===== config.mk =====
export PLATFORM = sky130hd
export DESIGN_NAME = pad_pinmux
export DESIGN_NICKNAME = d
export VERILOG_FILES = /design/src/rtl/pinmux_pkg.sv /design/src/rtl/pinmux_regfile.sv /design/src/rtl/pinmux_pad_slice.sv /design/src/rtl/pad_pinmux.sv
export SDC_FILE = /design/constraint.sdc
export NUM_CORES = 1
export LEC_CHECK = 0
export BUFFER_PORTS_ARGS = -buffer_cell sky130_fd_sc_hd__buf_4
export CAP_MARGIN = 40
export CORE_AREA = 5 5 153 155
export DETAILED_ROUTE_END_ITERATION = 12
export DIE_AREA = 0 0 158 160
export PLACE_DENSITY = 0.39
export SYNTH_ARGS = -nofsm -noshare
export SYNTH_HDL_FRONTEND = slang
export SYNTH_SLANG_ARGS = --single-unit

===== constraint.sdc =====
create_clock -name clk -period 2.01 [get_ports clk]
set_clock_uncertainty 0.2 [all_clocks]
set_input_delay 0.402 -clock clk [delete_from_list [all_inputs] [get_ports clk]]
set_output_delay 0.402 -clock clk [all_outputs]
set_load 0.02 [all_outputs]

===== src/rtl/pinmux_pkg.sv =====
package pinmux_pkg;

  localparam int BUNDLE_W = 8;

  // Pad drive/enable bundle, MSB first.
  typedef struct packed {
    logic out_val;
    logic out_en;
    logic in_en;
    logic pull_up;
    logic pull_dn;
    logic drive_hi;
    logic push_pull;
    logic open_drain;
  } pad_bundle_t;

  localparam pad_bundle_t SAFE_BUNDLE = '0;

  // Select field width for a pad with n functions (never below 1 bit).
  function automatic int sel_width(int n);
    return (n <= 2) ? 1 : $clog2(n);
  endfunction

  // Low-bit mask with w ones.
  function automatic logic [31:0] width_mask(int w);
    return (32'd1 << w) - 32'd1;
  endfunction

endpackage


===== src/rtl/pinmux_regfile.sv =====
module pinmux_regfile
  import pinmux_pkg::*;
#(
  parameter int NUM_PADS  = 4,
  parameter int SEL_W     = 3,
  parameter int CNT_W     = 4,
  parameter logic [NUM_PADS*CNT_W-1:0] FUNC_CNTS = {4'd6, 4'd2, 4'd3, 4'd4},
  parameter int ADDR_W    = 8,
  parameter int DATA_W    = 32,
  parameter int IDX_LO    = 2,
  parameter int IDX_HI    = 4
) (
  input  logic                      clk,
  input  logic                      rst_n,
  input  logic                      acc_en,
  input  logic                      acc_wr,
  input  logic [ADDR_W-1:0]         acc_addr,
  input  logic [DATA_W-1:0]         acc_wdata,
  output logic                      acc_err,
  output logic [DATA_W-1:0]         acc_rdata,
  output logic [NUM_PADS*SEL_W-1:0] sel_flat
);

  localparam int IDX_W = IDX_HI - IDX_LO + 1;

  logic [IDX_W-1:0] idx;
  logic             idx_hit;
  logic             wr_hit;
  logic             rd_hit;
  logic             bad_access;
  logic [SEL_W-1:0] sel_q [NUM_PADS];

  logic unused_addr_bits;
  logic unused_data_bits;
  assign unused_addr_bits = ^{acc_addr[ADDR_W-1:IDX_HI+1], acc_addr[IDX_LO-1:0]};
  assign unused_data_bits = ^acc_wdata[DATA_W-1:SEL_W];

  assign idx        = acc_addr[IDX_HI:IDX_LO];
  assign idx_hit    = (32'(idx) < NUM_PADS);
  assign wr_hit     = acc_en && acc_wr && idx_hit;
  assign rd_hit     = acc_en && !acc_wr && idx_hit;
  assign bad_access = acc_en && !idx_hit;
  assign acc_err    = bad_access;

  for (genvar p = 0; p < NUM_PADS; p++) begin : g_sel
    localparam int FC = int'(FUNC_CNTS[p*CNT_W +: CNT_W]);
    localparam int W  = sel_width(FC);
    localparam logic [SEL_W-1:0] MASK = SEL_W'(width_mask(W));

    always_ff @(posedge clk or negedge rst_n) begin
      if (!rst_n)
        sel_q[p] <= '0;
      else if (wr_hit && (idx == IDX_W'(p)))
        sel_q[p] <= acc_wdata[SEL_W-1:0] & MASK;
    end

    assign sel_flat[p*SEL_W +: SEL_W] = sel_q[p];

    AST_WRITE_TRUNC: assert property (@(posedge clk) disable iff (!rst_n)
      (wr_hit && idx == IDX_W'(p)) |=> (sel_q[p] == ($past(acc_wdata[SEL_W-1:0]) & MASK)));
  end

  always_comb begin
    acc_rdata = '0;
    if (rd_hit)
      acc_rdata = DATA_W'(sel_flat[32'(idx)*SEL_W +: SEL_W]);
  end

  AST_BAD_NO_WRITE: assert property (@(posedge clk) disable iff (!rst_n)
    (acc_en && acc_wr && !idx_hit) |=> $stable(sel_flat));
  AST_IDLE_QUIET: assert property (@(posedge clk) disable iff (!rst_n)
    !acc_en |-> (!acc_err && acc_rdata == '0));
  AST_ERR_NO_DATA: assert property (@(posedge clk) disable iff (!rst_n)
    acc_err |-> (acc_rdata == '0));
  AST_RESET_ZERO: assert property (@(posedge clk)
    !rst_n |=> (sel_flat == '0));

endmodule


===== src/rtl/pinmux_pad_slice.sv =====
module pinmux_pad_slice
  import pinmux_pkg::*;
#(
  parameter int MAX_FUNCS = 8,
  parameter int SEL_W     = 3,
  parameter int FUNC_CNT  = 4
) (
  input  logic [SEL_W-1:0]            sel,
  input  logic [MAX_FUNCS*BUNDLE_W-1:0] fn_ctrl,
  input  logic                        pad_in,
  output logic [BUNDLE_W-1:0]         pad_ctrl,
  output logic [MAX_FUNCS-1:0]        fn_in
);

  logic in_range;
  assign in_range = (32'(sel) < FUNC_CNT);

  always_comb begin
    pad_ctrl = SAFE_BUNDLE;
    if (in_range)
      pad_ctrl = fn_ctrl[32'(sel)*BUNDLE_W +: BUNDLE_W];
  end

  for (genvar f = 0; f < MAX_FUNCS; f++) begin : g_fn
    if (f < FUNC_CNT) begin : g_live
      assign fn_in[f] = (in_range && 32'(sel) == f) ? pad_in : 1'b0;
    end else begin : g_dead
      assign fn_in[f] = 1'b0;
    end
  end

  always_comb begin
    AST_IN_ONEHOT: assert ($onehot0(fn_in) || $isunknown(fn_in));
  end

endmodule


===== src/rtl/pad_pinmux.sv =====
module pad_pinmux
  import pinmux_pkg::*;
#(
  parameter int NUM_PADS  = 4,
  parameter int MAX_FUNCS = 8,
  parameter int CNT_W     = 4,
  parameter logic [NUM_PADS*CNT_W-1:0] FUNC_CNTS = {4'd6, 4'd2, 4'd3, 4'd4},
  parameter int ADDR_W    = 8,
  parameter int DATA_W    = 32,
  parameter int IDX_LO    = 2,
  parameter int IDX_HI    = 4
) (
  input  logic                                clk,
  input  logic                                rst_n,
  input  logic                                acc_en,
  input  logic                                acc_wr,
  input  logic [ADDR_W-1:0]                   acc_addr,
  input  logic [DATA_W-1:0]                   acc_wdata,
  output logic                                acc_err,
  output logic [DATA_W-1:0]                   acc_rdata,
  input  logic [NUM_PADS*MAX_FUNCS*BUNDLE_W-1:0] fn_ctrl_i,
  input  logic [NUM_PADS-1:0]                 pad_in_i,
  output logic [NUM_PADS*BUNDLE_W-1:0]        pad_ctrl_o,
  output logic [NUM_PADS*MAX_FUNCS-1:0]       fn_in_o
);

  localparam int SEL_W   = $clog2(MAX_FUNCS);
  localparam int GROUP_W = MAX_FUNCS * BUNDLE_W;

  logic [NUM_PADS*SEL_W-1:0] sel_flat;

  pinmux_regfile #(
    .NUM_PADS (NUM_PADS),
    .SEL_W    (SEL_W),
    .CNT_W    (CNT_W),
    .FUNC_CNTS(FUNC_CNTS),
    .ADDR_W   (ADDR_W),
    .DATA_W   (DATA_W),
    .IDX_LO   (IDX_LO),
    .IDX_HI   (IDX_HI)
  ) u_regs (
    .clk      (clk),
    .rst_n    (rst_n),
    .acc_en   (acc_en),
    .acc_wr   (acc_wr),
    .acc_addr (acc_addr),
    .acc_wdata(acc_wdata),
    .acc_err  (acc_err),
    .acc_rdata(acc_rdata),
    .sel_flat (sel_flat)
  );

  for (genvar p = 0; p < NUM_PADS; p++) begin : g_pad
    localparam int FC = int'(FUNC_CNTS[p*CNT_W +: CNT_W]);

    logic [SEL_W-1:0]    pad_sel;
    logic [BUNDLE_W-1:0] pad_ctrl;

    assign pad_sel = sel_flat[p*SEL_W +: SEL_W];

    pinmux_pad_slice #(
      .MAX_FUNCS(MAX_FUNCS),
      .SEL_W    (SEL_W),
      .FUNC_CNT (FC)
    ) u_slice (
      .sel     (pad_sel),
      .fn_ctrl (fn_ctrl_i[p*GROUP_W +: GROUP_W]),
      .pad_in  (pad_in_i[p]),
      .pad_ctrl(pad_ctrl),
      .fn_in   (fn_in_o[p*MAX_FUNCS +: MAX_FUNCS])
    );

    assign pad_ctrl_o[p*BUNDLE_W +: BUNDLE_W] = pad_ctrl;

    AST_ROUTE_SELECTED: assert property (@(posedge clk) disable iff (!rst_n)
      (32'(pad_sel) < FC) |-> (pad_ctrl == fn_ctrl_i[p*GROUP_W + 32'(pad_sel)*BUNDLE_W +: BUNDLE_W]));
    AST_SAFE_DEFAULT: assert property (@(posedge clk) disable iff (!rst_n)
      (32'(pad_sel) >= FC) |-> (pad_ctrl == '0 && fn_in_o[p*MAX_FUNCS +: MAX_FUNCS] == '0));
  end

endmodule


=== After elaboration in Yosys (flattened, before gate mapping) ===
Index checks and enable logic that the tools add are counted.

* Memories kept: 0
* Register bits: 8
* Bits in latches: 0
* Memory bits (read-only): 0
* Memory bits (writable): 0

* $lt $le $gt $ge: 5
* Bitwise logic cells: 0
* Muxes and demuxes: 20
* Shift-type cells: 5
* Reduce and logical (&&, ||, !) cells: 31
* Div/mod/pow operators: 0
* $mul: 1
* Eq/ne operators: 13
* Add/sub/neg operators: 0

{| class="wikitable"
|+ Operators with widths
! cell !! number
|-
| $shiftx 64x6->8 || 2
|-
| $shiftx 64x5->8 || 1
|-
| $shiftx 64x7->8 || 1
|-
| $mux 8 || 4
|-
| $logic_and 1x1->1 || 24
|-
| $logic_not 3->1 || 5
|-
| $mux 1 || 15
|-
| $eq 3x2->1 const B || 4
|-
| $shiftx 12x6->3 || 1
|-
| $eq 2x2->1 const B || 3
|-
| $eq 3x1->1 const B || 2
|-
| $eq 3x3->1 const B || 2
|-
| $lt 3x3->1 const B || 2
|-
| $mul 3x2->5 const B || 1
|-
| $eq 2x1->1 const B || 2
|-
| $lt 2x3->1 const B || 1
|-
| $mux 3 || 1
|-
| $logic_not 1->1 || 2
|-
| $lt 1x2->1 const B || 1
|-
| $lt 2x2->1 const B || 1
|}

=== Logic depth before layout (Yosys ltp) ===
* Depth after elaboration: 4
* Depth in mapped cells: 5
* Mapped depth without buffers: 3

=== By module ===
A second synthesis with hierarchy kept.

* Cell total of the unflattened synthesis: 240
* Area, all modules: 2,152.1 um2

{| class="wikitable"
|+ By module, submodules not included
! module !! times used !! area each (um2) !! cells each
|-
| pinmux_regfile || 1 || 683.2 || 66
|-
| pinmux_pad_slice (g_pad[3].u_slice) || 1 || 489.2 || 61
|-
| pinmux_pad_slice (g_pad[1].u_slice) || 1 || 444.2 || 46
|-
| pinmux_pad_slice (g_pad[0].u_slice) || 1 || 326.6 || 39
|-
| pinmux_pad_slice (g_pad[2].u_slice) || 1 || 209.0 || 28
|}

=== Worst setup path after synthesis ===
Ideal clock, no wire load.

* Kind: register to output
* Start point: register u_regs.sel_q (netlist bit u_regs.sel_flat[9])
* End point: output port fn_in_o[24]
* Buffers on the path: 3
* Cell stages (with the launch flop): 5
* Arrival time: 1.338 ns
* Setup slack: 0.070 ns
* Cell sequence: dfrtp_1 -> buf_2 -> buf_6 -> buf_2 -> nor3b_1

* Cells in the longest elaborated chain, start to end: 3
* Elaborated cells on any way between the ends: 4
* Those cells by class: order compare: 1; mux: 1; reduce/logical: 2

{| class="wikitable"
|+ Ends and longest elaborated chain
! what !! RTL line !! RTL
|-
| start, declared || pinmux_regfile.sv:31 || <nowiki>logic [SEL_W-1:0] sel_q [NUM_PADS];</nowiki>
|-
| start signal, assigned by index || pinmux_regfile.sv:54 || <nowiki>sel_q[p] <= acc_wdata[SEL_W-1:0] & MASK;</nowiki>
|-
| $lt 3x3->1 / $logic_not 3->1 (equally long branches) || pinmux_pad_slice.sv:16, pinmux_pad_slice.sv:26 ||
|-
| $logic_and 1x1->1 (*) || pinmux_pad_slice.sv:26 || <nowiki>assign fn_in[f] = (in_range && 32'(sel) == f) ? pad_in : 1'b0;</nowiki>
|-
| $mux 1 (*) || pinmux_pad_slice.sv:26 ||
|-
| end, declared || pad_pinmux.sv:24 || <nowiki>output logic [NUM_PADS*MAX_FUNCS-1:0] fn_in_o</nowiki>
|}

Mark *: on every way between the ends. The rest lies on a longest branch, timed or not.

=== Final worst setup path ===
* Start point: register u_regs.sel_q (netlist bit u_regs.sel_flat[9])
* End point: output port pad_ctrl_o[30]

* Cells in the longest elaborated chain, start to end: 2
* Elaborated cells on any way between the ends: 3
* Those cells by class: order compare: 1; shift: 1; mux: 1

{| class="wikitable"
|+ Ends and longest elaborated chain
! what !! RTL line !! RTL
|-
| $shiftx 64x7->8 / $lt 3x3->1 (equally long branches) || pinmux_pad_slice.sv:21, pinmux_pad_slice.sv:16 ||
|-
| $mux 8 (*) || pinmux_pad_slice.sv:20 || <nowiki>if (in_range)</nowiki>
|-
| end, declared || pad_pinmux.sv:23 || <nowiki>output logic [NUM_PADS*BUNDLE_W-1:0] pad_ctrl_o,</nowiki>
|}

Marks and branches as above.

==> results.yml <==
route:
  detailroute.via_count: 2162
  drtAntennaViolNets: 0
  route.detailed.vias_per_inst: 3.17
  detailedRoute.firstPassIterationCount: 2
  detail_route.wirelength_mm: 9.34
  drt-initial-drc-count: 52
  post-route-drc-count: 0
  wl_per_cell_microns: 13.7
place:
  portbufs: 184
  place.gp.congestion: 0.803
  dp.final_hpwl_mm: 8.00
power_and_ir_drop:
  vdd.ir_drop.worst_mv: 0.227
  cell_leakage_power_uw: 0.00185
  power.internal_uw: 1530
  p_per_area_nw_per_um2: 689
  sw_frac: 0.418
  pwr-share-clk: 0.124
  power_frac_comb: 0.778
  finalPower_uw: 2640
  power_switching_uw: 1100
  power.sequential.fraction: 0.098
floorplan:
  ios: 401
  floorplan.die.height_microns: 160
  initial_utilization: 0.0817
  core.rowCount: 54
  die-area_sq_um: 25300
  die_width_microns: 158
  coreArea_sq_um: 21700
timing:
  layout_worst_path_cycle_share: 1.09
  fmaxAchievable_mhz: 456
  final.hold.worst_slack_ns: 0.213
  period_needed_ns: 2.19
  timing.final.hold_violations: 0
  postLayoutSetupSlackWorst_ns: -0.182
  rsz_0062_raised_after_global_routing: "yes"
  setup-violations-final: 18
  slew_viol_final: 0
logic_synthesis:
  synth_edf_count: 0
  flip_flop_and_latch_count_after_synthesis: 8
  yosysTopAreaCellShare: 0.203
  netlist_top_cells_area: "buf_4 20%, mux2i_1 19%, mux4_2 11%, dfrtp_1 11%, mux2_2 8.9%"
  synth.yosys.seq_area_share: 0.113
  synth_area_sq_um: 1770
  synth_most_common_cell: "buf_4"
  avg_inst_size_synth_sq_um: 8.95
  netlist-cell-type-count: 29
  synth_top_cells_by_count: "48 x buf_4, 33 x mux2i_1, 14 x mux2_2, 14 x nand2_1, 9 x mux4_2"
  post_synth_inst_count: 198
  postSynth.asyncResetShare: 1.00
  postSynth.topFlopCell: "dfrtp_1"
  synth_warnings: 0
  cell_taking_the_most_area_after_synthesis: "buf_4"
cts:
  cts_tree: "done"
  tritoncts.num_buffers: 3
  path_clk_slew_ns: 0.03
  clk_root_buffer_cell: "clkbuf_16"
  clock_sinks: 8
  clock_insertion_delay_worst_skew_ns: 0.23
  cts_buffer_depth: 2
  htree_levels: 1
global_route:
  grt_start_max_net_pins: 14
  global_route.usage.total: 0.0658
  antenna_violations_before_repair: 0
  globalRoute.totalOverflow: 0
  grt_pass1_vias: 2493
  grt_first_pass_wirelength_mm: 12.9
run_status:
  result_of_the_run: "complete, but fails checks"
  failing_checks: "setup timing"
job:
  max_cap_viol_count: 0
final_layout:
  largest_register_ffs: 8
  fin_util: 0.176
  antenna_cells: 0
  area_delta_synth_final_pct: 116
  drive_above_1_share: 0.668
  final_nets: 707
critical_path:
  crit_fanout: 8
  required_ns: 1.41
  timing_worst_setup_path_type: "flop to primary output"
  worstSetupEndpointType: "primary output"
  startpoint_type: "flop"
  timing.critical_path.arrival_ns: 1.59
min_path:
  hold_class: "primary input to flop"
## power by group through the flow
stage	sequential, uW	clock [uW]	combinational, uW
2_1_floorplan	232	0	1060
3_3_place_gp	258	0	1780
3_5_place_dp	260	0	1800
4_1_cts	269	337	2030
5_1_grt	267	350	2200
6_report	258	327	2050
## cell usage in the layout, fill, tap and decap left out, types with 2 or more instances in the layout
master / n
conb_1: 46
nand2_1: 14
or3_1: 6
buf_6: 26
o21ai_1: 7
mux4_2: 9
clkbuf_16: 4
dfrtp_1: 5
and3_4: 2
mux2_2: 14
o221ai_1: 3
buf_12: 3
buf_4: 186
dfrtp_2: 3
and2_1: 3
or3_4: 2
o221ai_2: 5
nor2_1: 6
mux2i_1: 32
nor3b_2: 3
mux2_4: 2
nor3b_1: 3
## logic make-up (layout without fill, tap and decap cells)
family / count (synthesis) / in the layout / share of synthesized area
and+or+nand+nor: 52 / 52 / 0.174
other: 1 / 46 / 0.00212
DFF: 8 / 8 / 0.113
muxes: 58 / 58 / 0.406
buffers and inverters: 62 / 220 / 0.240
AOI/OAI and AO/OA: 17 / 17 / 0.0649
## routing by layer
metal	vias to the layer above	wire (microns)	track usage
met4	0	40	0.0109
li1	1029	-	-
met2	163	4930	0.130
met1	964	2970	0.0622
met5	-	0	0
met3	6	1400	0.0298
## final cells by class
| cell class | instances | area, sq um |
|---|---|---|
| fill | 2422 | 17900 |
| sequential | 8 | 204 |
| multi-input combinational | 173 | 1410 |
| tap | 280 | 350 |
| timing repair buffer | 217 | 1780 |
| clock buffer | 3 | 75.1 |
## final timing paths
path | startpoint | to | slack (ns) | cells past startpoint
max | u_regs.sel_flat[9] | pad_ctrl_o[30] | -0.18 | 6
min | acc_wdata[2] | u_regs.sel_flat[11] | 0.21 | 2
max reg2reg | u_regs.sel_flat[10] | u_regs.sel_flat[10] | 0.70 | 3
min reg2reg | u_regs.sel_flat[4] | u_regs.sel_flat[4] | 0.41 | 1
max in group asynchronous | rst_n | u_regs.sel_flat[4] | 1.11 | 2
min in group asynchronous | rst_n | u_regs.sel_flat[0] | 0.36 | 2
## critical path: stages (launching register included)
cell      delay [ns]
dfrtp_1         0.39
buf_12          0.16
buf_12          0.14
mux2i_1         0.10
or3_1           0.33
o221ai_2        0.07
buf_4           0.17
## per-stage QoR
stage / TNS (ns) / worst slack (ns) / cell area, sq um / std cells
final: -2.06 / -0.182 / 3830 / 681
after global routing: -3.22 / -0.245 / 3830 / 681
after CTS: -2.69 / -0.193 / 3750 / 680
after detailed placement: -0.00312 / -0.00312 / 3420 / 665
after global placement: 0 / 0.0129 / 3420 / 665
after floorplan: 0 / 0.0700 / 1940 / 243
## what timing repair did
item,in CTS,in global routing
endpoints found under the hold margin,8,0
setup buffers,10,4
setup endpoints to repair,26,33
pin swaps,2,7
hold buffers,1,0
gates resized for setup,33,23
gates cloned,1,0
Note: power is estimated with default switching activity, not from simulation.
